--- config.mk ---
export PLATFORM = sky130hd
export DESIGN_NAME = clk_synth_bank
export DESIGN_NICKNAME = d
export VERILOG_FILES = /design/src/rtl/clk_synth_pkg.sv /design/src/rtl/synth_regs.sv /design/src/rtl/synth_chan.sv /design/src/rtl/clk_synth_bank.sv
export SDC_FILE = /design/constraint.sdc
export NUM_CORES = 1
export LEC_CHECK = 0
export BUFFER_PORTS_ARGS = -buffer_cell sky130_fd_sc_hd__buf_4
export CORE_UTILIZATION = 45
export CTS_CLUSTER_SIZE = 10
export DETAILED_ROUTE_END_ITERATION = 10
export GPL_ROUTABILITY_DRIVEN = 0
export GPL_TIMING_DRIVEN = 0
export SLEW_MARGIN = 20
export SYNTH_ARGS = -nofsm -noshare
export SYNTH_HDL_FRONTEND = slang
export SYNTH_SLANG_ARGS = --single-unit
--- constraint.sdc ---
create_clock -name clk -period 5.9 [get_ports clk]
set_clock_uncertainty 0.05 [all_clocks]
set_input_delay 0.59 -clock clk [delete_from_list [all_inputs] [get_ports clk]]
set_output_delay 0.59 -clock clk [all_outputs]
set_load 0.02 [all_outputs]
--- src/rtl/clk_synth_pkg.sv ---
package clk_synth_pkg;

    // select bit at the bottom of every register address
    typedef enum logic {
        SEL_TUNE = 1'b0,
        SEL_EXP  = 1'b1
    } reg_sel_e;

endpackage

--- src/rtl/synth_regs.sv ---
module synth_regs
    import clk_synth_pkg::*;
#(
    parameter int          NCH      = 4,
    parameter int          ACC_W    = 32,
    parameter int          EXP_W    = 4,
    parameter logic [31:0] TUNE_MAX = 32'h6000_0000,
    localparam int         CH_W     = (NCH > 1) ? $clog2(NCH) : 1,
    localparam int         ADDR_W   = CH_W + 1
) (
    input  logic                           clk,
    input  logic                           rst_n,
    input  logic                           wr_en,
    input  logic [ADDR_W-1:0]              wr_addr,
    input  logic [ACC_W-1:0]               wr_data,
    input  logic                           install,
    input  logic [ADDR_W-1:0]              rd_addr,
    output logic [ACC_W-1:0]               rd_data,
    output logic [NCH-1:0][ACC_W-1:0]      tune_run,
    output logic [NCH-1:0][EXP_W-1:0]      exp_run
);

    localparam logic [ACC_W-1:0] CAP = ACC_W'(TUNE_MAX);

    typedef struct packed {
        logic [NCH-1:0][ACC_W-1:0] stg_tune;
        logic [NCH-1:0][EXP_W-1:0] stg_exp;
        logic [NCH-1:0][ACC_W-1:0] run_tune;
        logic [NCH-1:0][EXP_W-1:0] run_exp;
    } regs_t;

    regs_t s_d, s_q;

    logic [ACC_W-1:0] wr_tune_capped;
    reg_sel_e         wr_sel, rd_sel;

    always_comb begin
        s_d            = s_q;
        wr_sel         = reg_sel_e'(wr_addr[0]);
        wr_tune_capped = (wr_data > CAP) ? CAP : wr_data;

        // install reads the staging layer as it stood before this edge
        if (install) begin
            s_d.run_tune = s_q.stg_tune;
            s_d.run_exp  = s_q.stg_exp;
        end

        if (wr_en) begin
            for (int i = 0; i < NCH; i++) begin
                if (wr_addr[ADDR_W-1:1] == CH_W'(i)) begin
                    if (wr_sel == SEL_TUNE) s_d.stg_tune[i] = wr_tune_capped;
                    else                    s_d.stg_exp[i]  = wr_data[EXP_W-1:0];
                end
            end
        end
    end

    always_ff @(posedge clk or negedge rst_n) begin
        if (!rst_n) s_q <= '0;
        else        s_q <= s_d;
    end

    always_comb begin
        rd_data = '0;
        rd_sel  = reg_sel_e'(rd_addr[0]);
        for (int i = 0; i < NCH; i++) begin
            if (rd_addr[ADDR_W-1:1] == CH_W'(i)) begin
                if (rd_sel == SEL_TUNE) rd_data = s_q.run_tune[i];
                else                    rd_data = ACC_W'(s_q.run_exp[i]);
            end
        end
    end

    assign tune_run = s_q.run_tune;
    assign exp_run  = s_q.run_exp;

    // running layer moves only on install
    assert_run_hold_R2: assert property (@(posedge clk) disable iff (!rst_n)
        !install |=> ($stable(tune_run) && $stable(exp_run)));

    for (genvar g = 0; g < NCH; g++) begin : g_cap
        assert_tune_cap_R9: assert property (@(posedge clk) disable iff (!rst_n)
            (s_q.stg_tune[g] <= CAP) && (tune_run[g] <= CAP));
    end

endmodule

--- src/rtl/synth_chan.sv ---
module synth_chan #(
    parameter int  ACC_W = 32,
    parameter int  EXP_W = 4,
    localparam int CNT_W = (1 << EXP_W) - 2
) (
    input  logic             clk,
    input  logic             rst_n,
    input  logic             step_en,
    input  logic [ACC_W-1:0] tune,
    input  logic [EXP_W-1:0] exp_new,
    output logic             clk_out
);

    typedef struct packed {
        logic [ACC_W-1:0] acc;
        logic [CNT_W-1:0] cnt;
        logic [EXP_W-1:0] expo;
        logic             div;
    } chan_t;

    chan_t s_d, s_q;

    logic [ACC_W-1:0] sum;
    logic             msb_rise;
    logic [CNT_W-1:0] half_last;
    logic [31:0]      half_wide;

    always_comb begin
        // last count value of one half period: 2^(e-1) - 1
        half_wide = (s_q.expo == '0) ? 32'd0
                  : (32'd1 << (s_q.expo - EXP_W'(1))) - 32'd1;
        half_last = half_wide[CNT_W-1:0];
    end

    always_comb begin
        s_d      = s_q;
        sum      = s_q.acc + tune;
        msb_rise = ~s_q.acc[ACC_W-1] & sum[ACC_W-1];

        if (step_en) begin
            s_d.acc = sum;
            if (msb_rise) begin
                if ((s_q.expo == '0) || (s_q.cnt == half_last)) begin
                    s_d.cnt  = '0;
                    s_d.expo = exp_new;
                    s_d.div  = (s_q.expo == '0) ? 1'b1 : ~s_q.div;
                end else begin
                    s_d.cnt = s_q.cnt + CNT_W'(1);
                end
            end
        end
    end

    always_ff @(posedge clk or negedge rst_n) begin
        if (!rst_n) s_q <= '0;
        else        s_q <= s_d;
    end

    assign clk_out = (s_q.expo == '0) ? s_q.acc[ACC_W-1] : s_q.div;

    assert_acc_hold_R4: assert property (@(posedge clk) disable iff (!rst_n)
        !step_en |=> $stable(s_q.acc));

    assert_cnt_idle_R5: assert property (@(posedge clk) disable iff (!rst_n)
        (s_q.expo == '0) |-> (s_q.cnt == '0));

    assert_cnt_bound_R6: assert property (@(posedge clk) disable iff (!rst_n)
        (s_q.expo != '0) |-> (s_q.cnt <= half_last));

    assert_swap_on_step_R8: assert property (@(posedge clk) disable iff (!rst_n)
        !step_en |=> ($stable(s_q.expo) && $stable(clk_out)));

endmodule

--- src/rtl/clk_synth_bank.sv ---
module clk_synth_bank #(
    parameter int          NCH      = 4,
    parameter int          ACC_W    = 32,
    parameter int          EXP_W    = 4,
    parameter logic [31:0] TUNE_MAX = 32'h6000_0000,
    localparam int         CH_W     = (NCH > 1) ? $clog2(NCH) : 1,
    localparam int         ADDR_W   = CH_W + 1
) (
    input  logic              clk,
    input  logic              rst_n,
    input  logic              step_en,
    input  logic              wr_en,
    input  logic [ADDR_W-1:0] wr_addr,
    input  logic [ACC_W-1:0]  wr_data,
    input  logic              install,
    input  logic [ADDR_W-1:0] rd_addr,
    output logic [ACC_W-1:0]  rd_data,
    output logic [NCH-1:0]    clk_out
);

    logic [NCH-1:0][ACC_W-1:0] tune_run;
    logic [NCH-1:0][EXP_W-1:0] exp_run;

    synth_regs #(
        .NCH      (NCH),
        .ACC_W    (ACC_W),
        .EXP_W    (EXP_W),
        .TUNE_MAX (TUNE_MAX)
    ) u_regs (
        .clk      (clk),
        .rst_n    (rst_n),
        .wr_en    (wr_en),
        .wr_addr  (wr_addr),
        .wr_data  (wr_data),
        .install  (install),
        .rd_addr  (rd_addr),
        .rd_data  (rd_data),
        .tune_run (tune_run),
        .exp_run  (exp_run)
    );

    for (genvar g = 0; g < NCH; g++) begin : g_chan
        synth_chan #(
            .ACC_W (ACC_W),
            .EXP_W (EXP_W)
        ) u_chan (
            .clk     (clk),
            .rst_n   (rst_n),
            .step_en (step_en),
            .tune    (tune_run[g]),
            .exp_new (exp_run[g]),
            .clk_out (clk_out[g])
        );
    end

    assert_reset_low_R1: assert property (@(posedge clk)
        !rst_n |-> (clk_out == '0));

endmodule

==> results.md, run 1 <==
* Area growth, synth to finish at 12.0%
* Fmax at 211 MHz
* CTS tree: built
* Clock slew at reported path FFs at 60 ps
* Fin area at 32,400 sq um
* Synth warn at 0
* CTS Buffer Depth at 3
* Pwr dens at 465 nW/um^2
* Top cell by count, worst path: clkbuf_1
* Core Footprint at 63,300 sq um
* Fill cells at 5,780
* Worst-Margin Slew at 1190 ps
* Max Cap Viol at 0
* Final worst slack at 1160 ps
* Seq cells post-synth at 492
* Residual DRC at 0
* Vias in the first global route at 23,100
* Die H at 255 um
* Starting Density at 0.457
* Drt via density at 6.05
* Count of TritonRoute iterations in the first routing pass at 5
* Syn avg cell area at 10.0 sq um
* Outcome: complete, no violations
* Setup-failing EPs final at 0
* Number of placement rows at 92
* Crit-path leading delay family: buffers and inverters
* Biggest cell delay along the critical path at 510 ps
* Crit path buf inv count at 5
* # clock sinks at 492
* RSZ-0062 raised after global routing: no
* Placed cells at 3,816
* Crit path capture type: flop
* Most numerous cell in the Yosys netlist: dfrtp_1
* Min Tclk post-route at 4740 ps
* Clock latency on the worst-skew pair at 630 ps
* Setup TNS at 0 ps
* First-pass GRT wire length at 135,000 um
* Critical path class: flop to flop
* Final std cells w/o fill at 3,901
* Post-synth EDFFs at 0
* Worst setup SP type: flop
* Initial antenna violation count at 1
* Crit path max fanout at 10
* Top post-synthesis cells by count: dfrtp_1, o21ai_0, nand2_1
* WP data arrival at 5180 ps
* Yosys cell types at 82
* Die width at 255 um
* Final net count at 3,210
* Setup WS pre-CTS at 672 ps
* DIE AREA at 65,300 sq um
* Ys async rst share at 1.00
* Fin crit share at 0.803
* Share of cells above drive strength 1 at 0.160
* Cts bufs inserted at 58
* Clock tree root driver cell: clkbuf_16
* Rel. slew slack at 0.204
* IO Count at 79
* Seq/Total Area, Yosys at 0.426
* Final Hold Fails at 0
* Synth Flop Type: dfrtp_1
* H-tree Lvls at 2
* DR vias at 23,600
* Starting DRC count in detailed routing at 1,866
* Fin. max-slew vios at 0
* Crit-path cells: clkbuf_1, clkbuf_1, clkbuf_1, nor2_1, nand3b_1, ha_1, clkbuf_1, nor2b_1, nand3b_1, a21oi_1, or3_1, a2111oi_0, a31o_2, clkbuf_1, nor2_1, o41ai_1, o21ai_1
* Leakage at 14.6 nW
* Hold Crit Class: input pin to flop
* Syn Nets at 3,070
* ANT nets after route at 0
* Yosys top cell by area: dfrtp_1
* Drt wl/cell at 22.5 um
* Post-DP Area at 30,700 sq um
* PortBufs at 73
* Mapped Cells at 2,891
* GRT Total Usage at 0.266
* Largest cells by area after synthesis: dfrtp_1, mux2_2, ha_1
* Max IR drop VDD at 260 uV
* Largest net degree at the start of global routing at 101
* Slowest cell on the critical path: a2111oi_0
* Mapped Area at 28,900 sq um
* Yosys top cell area share at 0.426
* WP data required at 6340 ps
* Detail Placement HPWL at 63,400 um
* Global route overflow at 0
* Detailed-route wire length at 87,700 um
[registers in the layout, indices dropped and copies added, names as in the netlist]
signal,count
u_regs.s_q,144
u_regs.exp_run,16
g_chan.u_chan.s_q,204
u_regs.tune_run,128
[routing by layer]
metal / track usage / routed length (um) / up-vias
li1: - / - / 10900
met1: 0.351 / 37900 / 11900
met2: 0.445 / 42400 / 699
met3: 0.0419 / 4690 / 136
met4: 0.0855 / 2680 / 0
met5: 0 / 0 / -
[through the flow]
stage / util / hold slack [ps] / total power [mW]
floorplan: - / 244 / 9.96
global placement: 0.482 / 407 / 11.4
detailed placement: 0.485 / 415 / 11.7
CTS: 0.511 / 220 / 15.1
global route: 0.512 / 237 / 16.1
finish: 0.512 / 245 / 15.1
[cells in the final DEF (no fill, tap or decap), types with 19 or more instances in the layout]
master     Yosys  final
a211oi_1      24     23
a21o_1        74     74
a21oi_1      138    138
a31oi_1       19     19
and3_1        60     60
buf_4          4     77
clkbuf_1     136    144
clkbuf_16      0     58
dfrtp_1      492    492
ha_1         132    132
inv_1         76     76
mux2_2       254    254
mux4_2        36     36
nand2_1      276    276
nand2b_1      53     53
nand3_1       46     46
nand3b_1      19     19
nand4_1       19     19
nor2_1       127    127
nor2b_1       61     61
nor3_1        39     39
nor3b_1       23     23
nor4_1        22     20
o21a_1        31     31
o21ai_0      291    291
o31ai_1       38     37
or3_1         25     25
xnor2_1       73     73
xor2_1        35     35
[worst register-to-register path: stages (launching register included)]
cell	delay (ps)
dfrtp_1	310
clkbuf_1	330
clkbuf_1	370
clkbuf_1	380
nor2_1	120
nand3b_1	110
ha_1	210
clkbuf_1	320
nor2b_1	150
nand3b_1	110
a21oi_1	90
or3_1	350
a2111oi_0	510
a31o_2	290
clkbuf_1	390
nor2_1	110
o41ai_1	310
o21ai_1	120
[timing repair]
item,4_1_cts,5_1_grt
resized for setup,0,0
hold endpoints to repair,76,0
hold buffers,1,0
setup buffers,0,0
[cells by family (layout without fill, tap and decap cells)]
family,count (synthesis),in the layout,share of synthesized area
simple gates,821,821,0.144
compound gates,801,801,0.176
flops,492,492,0.426
mux,299,299,0.130
buf+inv,234,397,0.0319
fa+ha+maj,136,136,0.0599
xor+xnor,108,108,0.0327
other cells,0,1,0
[power by group]
| part | internal (mW) | switching, mW | total [mW] | leakage [nW] |
|---|---|---|---|---|
| logic | 2.99 | 3.78 | 6.77 | 7.48 |
| clock network | 1.93 | 1.41 | 3.34 | 0.824 |
| registers | 4.27 | 0.700 | 4.97 | 6.30 |
[final timing paths]
path,start,end,slack (ps),cells after the start
worst max register to register,g_chan[3].u_chan.s_q[4],g_chan[3].u_chan.s_q[16],1160,17
worst max-delay path,g_chan[3].u_chan.s_q[4],g_chan[3].u_chan.s_q[16],1160,17
worst min register to register,u_regs.s_q[261],u_regs.s_q[261],420,2
max in group asynchronous,rst_n,u_regs.tune_run[57],4090,4
min in group asynchronous,rst_n,g_chan[1].u_chan.s_q[7],510,2
worst min-delay path,wr_data[29],u_regs.s_q[285],240,3
[layout make-up]
| type | count | area, sq um | share of cell area |
|---|---|---|---|
| Antenna cell | 1 | 2.50 | 0.0000773 |
| Multi-Input combinational cell | 2165 | 15700 | 0.485 |
| Sequential cell | 492 | 12300 | 0.380 |
| Clock buffer | 76 | 1580 | 0.0487 |
| Timing Repair Buffer | 80 | 711 | 0.0219 |
| Inverter | 76 | 285 | 0.00881 |
| Tap cell | 846 | 1060 | 0.0327 |
| Buffer | 158 | 641 | 0.0198 |
| Clock inverter | 7 | 104 | 0.00321 |
No activity file was read; power rests on OpenSTA's default activity.
==> inputs of run 2 (changes only) <==
Settings changed: ABC_AREA set to 1.
Clock period 5.9 ns to 4.6 ns, I/O delays scaled along.
==> run 2 against run 1 <==
Effect of this change:
- count of clock-buffer cells in the layout up 1
- sequential share of layout area fell by 1.1 points
- global-route usage increased by 2.9 points
- final cell count grew 26%
- register-to-register slack improved by 290 ps
- first-iteration DRC count grew 32%
- critical path type is now input pin to output port
- largest power group unchanged
- highest routed layer is now met5
==> results.md, run 2 <==
* ANT nets after route at 0 (unchanged)
* DIE AREA at 67,300 sq um (was 65,300 sq um)
* Detail Placement HPWL at 75,500 um (was 63,400 um)
* Clock tree root driver cell: clkbuf_16 (unchanged)
* Fin area at 33,400 sq um (was 32,400 sq um)
* Area growth, synth to finish at 11.9% (was 12.0%)
* Pwr dens at 570 nW/um^2 (was 465 nW/um^2)
* Crit path capture type: output port (was flop)
* Worst setup SP type: input pin (was flop)
* First-pass GRT wire length at 151,000 um (was 135,000 um)
* Post-DP Area at 31,600 sq um (was 30,700 sq um)
* Commonest non-fill, non-tap cell in the layout: nand2_1 (was dfrtp_1)
* CTS Buffer Depth at 3 (unchanged)
* Biggest regs: g_chan.u_chan.s_q (204), u_regs.s_q (144), u_regs.tune_run (128) (unchanged)
* Drt via density at 5.55 (was 6.05)
* Syn avg cell area at 7.66 sq um (was 10.0 sq um)
* Hold Crit Class: input pin to flop (unchanged)
* Setup WS pre-CTS at 755 ps (was 672 ps)
* Global route overflow at 0 (unchanged)
* Synth warn at 0 (unchanged)
* WP data arrival at 3140 ps (was 5180 ps)
* Most numerous cell in the Yosys netlist: nand2_1 (was dfrtp_1)
* Largest cells by area after synthesis: dfrtp_1, nand2_1, o21ai_0 (was dfrtp_1, mux2_2, ha_1)
* Ys async rst share at 1.00 (unchanged)
* Critical path class: input pin to output port (was flop to flop)
* Fill cells at 6,387 (was 5,780)
* Cts bufs inserted at 58 (unchanged)
* Starting DRC count in detailed routing at 2,466 (was 1,866)
* Seq cells post-synth at 492 (unchanged)
* Placed cells at 4,828 (was 3,816)
* PortBufs at 76 (was 73)
* Setup Fix Bufs, Post-CTS at 0 (unchanged)
* Top reg by flops: g_chan.u_chan.s_q (unchanged)
* R2R Setup Slk at 1450 ps (was 1160 ps)
* Seq/Total Area, Yosys at 0.413 (was 0.426)
* Rel. slew slack at 0.219 (was 0.204)
* DR vias at 27,300 (was 23,600)
* Post-layout util at 0.514 (was 0.512)
* Most frequent cells in the layout: nand2_1, dfrtp_1, o21ai_0, inv_1, nor2_1 (was dfrtp_1, o21ai_0, nand2_1, mux2_2, clkbuf_1)
* Fin. max-slew vios at 0 (unchanged)
* Initial antenna violation count at 2 (was 1)
* H-tree Lvls at 2 (unchanged)
* Residual DRC at 0 (unchanged)
* Biggest cell delay along the critical path at 600 ps (was 510 ps)
* Final worst slack at 947 ps (was 1160 ps)
* Max reg flops at 204 (unchanged)
* Share of cells above drive strength 1 at 0.0870 (was 0.160)
* GRT Total Usage at 0.295 (was 0.266)
* Final std cells w/o fill at 4,914 (was 3,901)
* Crit-path leading delay family: buffers and inverters (unchanged)
* Vias in the first global route at 25,900 (was 23,100)
* RSZ-0062 raised after global routing: no (unchanged)
* Clock latency on the worst-skew pair at 640 ps (was 630 ps)
* Number of placement rows at 93 (was 92)
* Die width at 259 um (was 255 um)
* Fin crit share at 0.794
* Final Hold Fails at 0 (unchanged)
* Crit-path cells: buf_4, clkbuf_1, nor2_1, inv_1, clkbuf_1, o22ai_1, a221oi_1, nor2_1, buf_4 (was clkbuf_1, clkbuf_1, clkbuf_1, nor2_1, nand3b_1, ha_1, clkbuf_1, nor2b_1, nand3b_1, a21oi_1, or3_1, a2111oi_0, a31o_2, clkbuf_1, nor2_1, o41ai_1, o21ai_1)
* Max Cap Viol at 0 (unchanged)
* Max IR drop VDD at 355 uV (was 260 uV)
* Die H at 259 um (was 255 um)
* Crit path buf inv count at 5 (unchanged)
* Post-synth EDFFs at 0 (unchanged)
* Count of TritonRoute iterations in the first routing pass at 6 (was 5)
* Slowest cell on the critical path: clkbuf_1 (was a2111oi_0)
* Detailed-route wire length at 98,300 um (was 87,700 um)
* Largest net degree at the start of global routing at 95 (was 101)
* Yosys top cell area share at 0.413 (was 0.426)
* Clock slew at reported path FFs at 50 ps (was 60 ps)
* CTS resizes at 0 (unchanged)
* CTS tree: built (unchanged)
* Yosys cell types at 55 (was 82)
* Outcome: complete, no violations (unchanged)
* Fmax at 274 MHz
* Setup-failing EPs final at 0 (unchanged)
* Synth Flop Type: dfrtp_1 (unchanged)
* Min Tclk post-route at 3650 ps
* IO Count at 79 (unchanged)
* Mapped Cells at 3,892 (was 2,891)
* Final net count at 4,215 (was 3,210)
* Drt wl/cell at 20.0 um (was 22.5 um)
* Mapped Area at 29,800 sq um (was 28,900 sq um)
* Leakage at 16.0 nW (was 14.6 nW)
* Syn Nets at 4,071 (was 3,070)
* Top post-synthesis cells by count: nand2_1, dfrtp_1, o21ai_0 (was dfrtp_1, o21ai_0, nand2_1)
* Core Footprint at 64,900 sq um (was 63,300 sq um)
* Starting Density at 0.459 (was 0.457)
* WP data required at 4090 ps (was 6340 ps)
* Crit path max fanout at 10 (unchanged)
* Worst-Margin Slew at 1170 ps (was 1190 ps)
* Yosys top cell by area: dfrtp_1 (unchanged)
* # clock sinks at 492 (unchanged)
## run 2: timing repair
action / 4_1_cts / 5_1_grt
endpoints found under the hold margin: 68 / 0
hold buffers: 1 / 0
endpoints found under the setup margin: 0 / 0
## run 2: cells by family after synthesis
family	after synthesis	share of synthesized area
compound gates	797	0.149
xor+xnor	122	0.0358
fa+ha+maj	136	0.0581
buf+inv	536	0.0719
flops	492	0.413
mux	59	0.0223
simple gates	1750	0.250
## run 2: per-layer routing
| layer | global-route usage | part of all wire |
|---|---|---|
| met5 | 0.0370 | 0.0036 |
| met1 | 0.412 | 0.45 |
| met3 | 0.0604 | 0.076 |
| met4 | 0.104 | 0.034 |
| met2 | 0.447 | 0.44 |
## run 2: worst min-delay path: cells and delay by family
kind                   cells  cell delay (ps)
AND/OR/NAND/NOR            1               60
buffers and inverters      1              130
AO/OA/AOI/OAI              1               70
## run 2: final timing paths
kind / cells after the start / end / start
max in group asynchronous: 5 / u_regs.s_q[273] / rst_n
worst min-delay path: 3 / u_regs.s_q[156] / wr_data[0]
worst max-delay path: 9 / rd_data[22] / rd_addr[1]
worst min register to register: 2 / g_chan[3].u_chan.s_q[0] / g_chan[3].u_chan.s_q[0]
worst max register to register: 13 / g_chan[3].u_chan.s_q[47] / g_chan[3].u_chan.s_q[19]
min in group asynchronous: 2 / g_chan[2].u_chan.s_q[14] / rst_n
## run 2: layout make-up
| type | instances | area (sq um) | share of cell area |
|---|---|---|---|
| flip-flops and latches | 492 | 12300 | 0.369 |
| clock buffers | 77 | 1630 | 0.0490 |
| multi-input cells | 2864 | 15400 | 0.460 |
| well taps | 855 | 1070 | 0.0321 |
| clock inverters | 5 | 97.6 | 0.00292 |
| repair buffers | 84 | 748 | 0.0224 |
| plain buffers | 140 | 651 | 0.0195 |
| inverters | 396 | 1490 | 0.0447 |
| diodes | 1 | 2.50 | 0.0000750 |
## run 2: power breakdown
group          internal, mW  switching [mW]
combinational          2.99            5.27
sequential             5.44           0.929
clock                  2.55            1.85
total                  11.0            8.05
## run 2: through the flow
| step | hold WS, ps | power (mW) | setup TNS (ps) |
|---|---|---|---|
| final | 80.8 | 19.0 | 0 |
| after global placement | 406 | 14.5 | -1191390 |
| after CTS | 62.3 | 19.0 | 0 |
| after global routing | 105 | 20.5 | 0 |
| after detailed placement | 411 | 14.6 | 0 |
| after floorplan | 114 | 12.4 | 0 |
==> inputs of run 3 (changes only) <==
Clock period 4.6 ns to 3.2 ns, I/O delays scaled along.
==> run 3 against run 2 <==
Effect of this change:
- first-iteration DRC count decreased by 3.0%
- non-clock buffer count increased by 3
- die area unchanged
- largest power group unchanged
- critical path type is now input pin to flop
- worst hold slack got worse by 41 ps
- global-route usage unchanged
- cell area increased by 0.20%
==> results.md, run 3 (synthesis results as in run 2) <==
* Outcome: complete, no violations (unchanged)
* Initial antenna violation count at 2 (unchanged)
* Count of TritonRoute iterations in the first routing pass at 6 (unchanged)
* Leakage at 16.1 nW (was 16.0 nW)
* Critical path class: input pin to flop (was input pin to output port)
* Detailed-route wire length at 98,100 um (was 98,300 um)
* Biggest regs: g_chan.u_chan.s_q (204), u_regs.s_q (144), u_regs.tune_run (128) (unchanged)
* Setup WS pre-CTS at -505 ps (was 755 ps)
* Commonest non-fill, non-tap cell in the layout: nand2_1 (unchanged)
* Final Hold Fails at 0 (unchanged)
* First-pass GRT wire length at 151,000 um (unchanged)
* Worst-Margin Slew at 1180 ps (was 1170 ps)
* Biggest cell delay along the critical path at 940 ps (was 600 ps)
* Core Footprint at 64,900 sq um (unchanged)
* Final net count at 4,218 (was 4,215)
* Starting Density at 0.459 (unchanged)
* Max IR drop VDD at 511 uV (was 355 uV)
* Top cell by count, worst path: clkbuf_1
* Top reg by flops: g_chan.u_chan.s_q (unchanged)
* Fin. max-slew vios at 0 (unchanged)
* Die width at 259 um (unchanged)
* Crit-path cells: buf_4, inv_1, clkbuf_1, clkbuf_1, clkbuf_1, o21ai_0 (was buf_4, clkbuf_1, nor2_1, inv_1, clkbuf_1, o22ai_1, a221oi_1, nor2_1, buf_4)
* Drt via density at 5.54 (was 5.55)
* Global route overflow at 0 (unchanged)
* CTS Buffer Depth at 3 (unchanged)
* Met3 wire len at 7580 um (was 7440 um)
* Clock tree root driver cell: clkbuf_16 (unchanged)
* IO Count at 79 (unchanged)
* Max reg flops at 204 (unchanged)
* Share of cells above drive strength 1 at 0.0899 (was 0.0870)
* Vias in the first global route at 25,900 (unchanged)
* Pwr dens at 819 nW/um^2 (was 570 nW/um^2)
* DIE AREA at 67,300 sq um (unchanged)
* M1 WL at 44,100 um (was 44,400 um)
* Hold Crit Class: input pin to flop (unchanged)
* Fin area at 33,400 sq um (about the same)
* Critical path startpoint: step_en (was rd_addr[1])
* # clock sinks at 492 (unchanged)
* H-tree Lvls at 2 (unchanged)
* Min Tclk post-route at 3090 ps
* Die H at 259 um (unchanged)
* Fmax at 324 MHz
* Area growth, synth to finish at 12.2% (was 11.9%)
* Fin crit share at 0.966
* Worst setup SP type: input pin (unchanged)
* Hold Crit Start: step_en (was wr_data[0])
* DR vias at 27,300 (about the same)
* GRT Total Usage at 0.295 (unchanged)
* RSZ-0062 raised after global routing: no (unchanged)
* Setup-failing EPs final at 0 (unchanged)
* Post-DP Area at 31,600 sq um (unchanged)
* Largest net degree at the start of global routing at 95 (unchanged)
* Cts bufs inserted at 58 (unchanged)
* ANT nets after route at 0 (unchanged)
* Top sig layer: met5 (unchanged)
* Crit path capture type: flop (was output port)
* Crit-path leading delay family: buffers and inverters (unchanged)
* WL met2 at 42,700 um (was 42,800 um)
* PortBufs at 76 (unchanged)
* Most frequent cells in the layout: nand2_1, dfrtp_1, o21ai_0, inv_1, nor2_1 (unchanged)
* Drt wl/cell at 19.9 um (was 20.0 um)
* Fill cells at 6,379 (was 6,387)
* Clock slew at reported path FFs at 60 ps (was 50 ps)
* Setup TNS at 0 ps (unchanged)
* Clock latency on the worst-skew pair at 640 ps (about the same)
* Starting DRC count in detailed routing at 2,392 (was 2,466)
* Max Cap Viol at 0 (unchanged)
* FF-to-FF Start: g_chan[0].u_chan.s_q[19] (was g_chan[3].u_chan.s_q[19])
* Slowest cell on the critical path: clkbuf_1 (unchanged)
* Rel. slew slack at 0.213 (was 0.219)
* Residual DRC at 0 (unchanged)
* WP data required at 3600 ps (was 4090 ps)
* Crit path buf inv count at 5 (unchanged)
* WP data arrival at 3490 ps (was 3140 ps)
* Detail Placement HPWL at 75,500 um (unchanged)
* Number of placement rows at 93 (unchanged)
* CTS tree: built (unchanged)
* Crit path max fanout at 10 (unchanged)
* Final worst slack at 109 ps (was 947 ps)
-- run 3: cell types whose count changed in the layout (fill, tap and decap cells not counted), moves of 2 or more --
cell,previous run,this run
buf_4,86,88
nor2_4,1,3
o21ai_2,1,3
clkbuf_1,101,97
clkbuf_2,0,4
nor2_1,296,294
-- run 3: where the power goes --
| part | leakage [nW] | internal [mW] | switching, mW |
|---|---|---|---|
| sequential | 6.34 | 7.82 | 1.34 |
| clock | 0.848 | 3.66 | 2.65 |
| combinational | 8.89 | 4.34 | 7.58 |
-- run 3: metal layers --
metal | vias to the layer above | GRT usage
li1 | 13200 | -
met1 | 12900 | 0.412
met2 | 953 | 0.447
met3 | 153 | 0.0604
met4 | 6 | 0.104
met5 | - | 0.0370
-- run 3: through the flow --
stage	util	power, mW	instances	hold slack (ps)
floorplan	-	17.8	3892	-25.6
global placement	0.484	20.8	4823	406
detailed placement	0.487	21.0	4828	271
CTS	0.514	27.4	4912	8.09
global route	0.515	29.5	4916	55.4
finish	0.515	27.4	4918	39.5
-- run 3: layout make-up --
cell class / instances / area (sq um) / share of cell area
multi-input cells: 2864 / 15400 / 0.460
diodes: 2 / 5.00 / 0.000150
plain buffers: 140 / 658 / 0.0197
repair buffers: 87 / 773 / 0.0231
clock buffers: 77 / 1630 / 0.0489
well taps: 855 / 1070 / 0.0320
flip-flops and latches: 492 / 12300 / 0.368
inverters: 396 / 1490 / 0.0446
clock inverters: 5 / 97.6 / 0.00292
-- run 3: final timing paths --
| path | slack, ps | cells after the start | to |
|---|---|---|---|
| min | 40 | 3 | g_chan[1].u_chan.s_q[50] |
| max in group asynchronous | 1200 | 5 | u_regs.s_q[206] |
| min in group asynchronous | 200 | 2 | g_chan[2].u_chan.s_q[14] |
| min reg2reg | 420 | 2 | u_regs.tune_run[58] |
| max reg2reg | 200 | 13 | g_chan[0].u_chan.s_q[47] |
| max | 110 | 6 | g_chan[1].u_chan.s_q[20] |
-- run 3: worst min-delay path, stage by stage --
cell	delay, ps
buf_4	140
nand3_1	120
o21ai_0	80
-- run 3: timing repair --
action,CTS,global route
hold buffers,2,0
hold endpoints to repair,69,0
resized for setup,3,14
buffers inserted,0,2
gates cloned,0,0
pin swaps,0,1
setup endpoints to repair,1,52
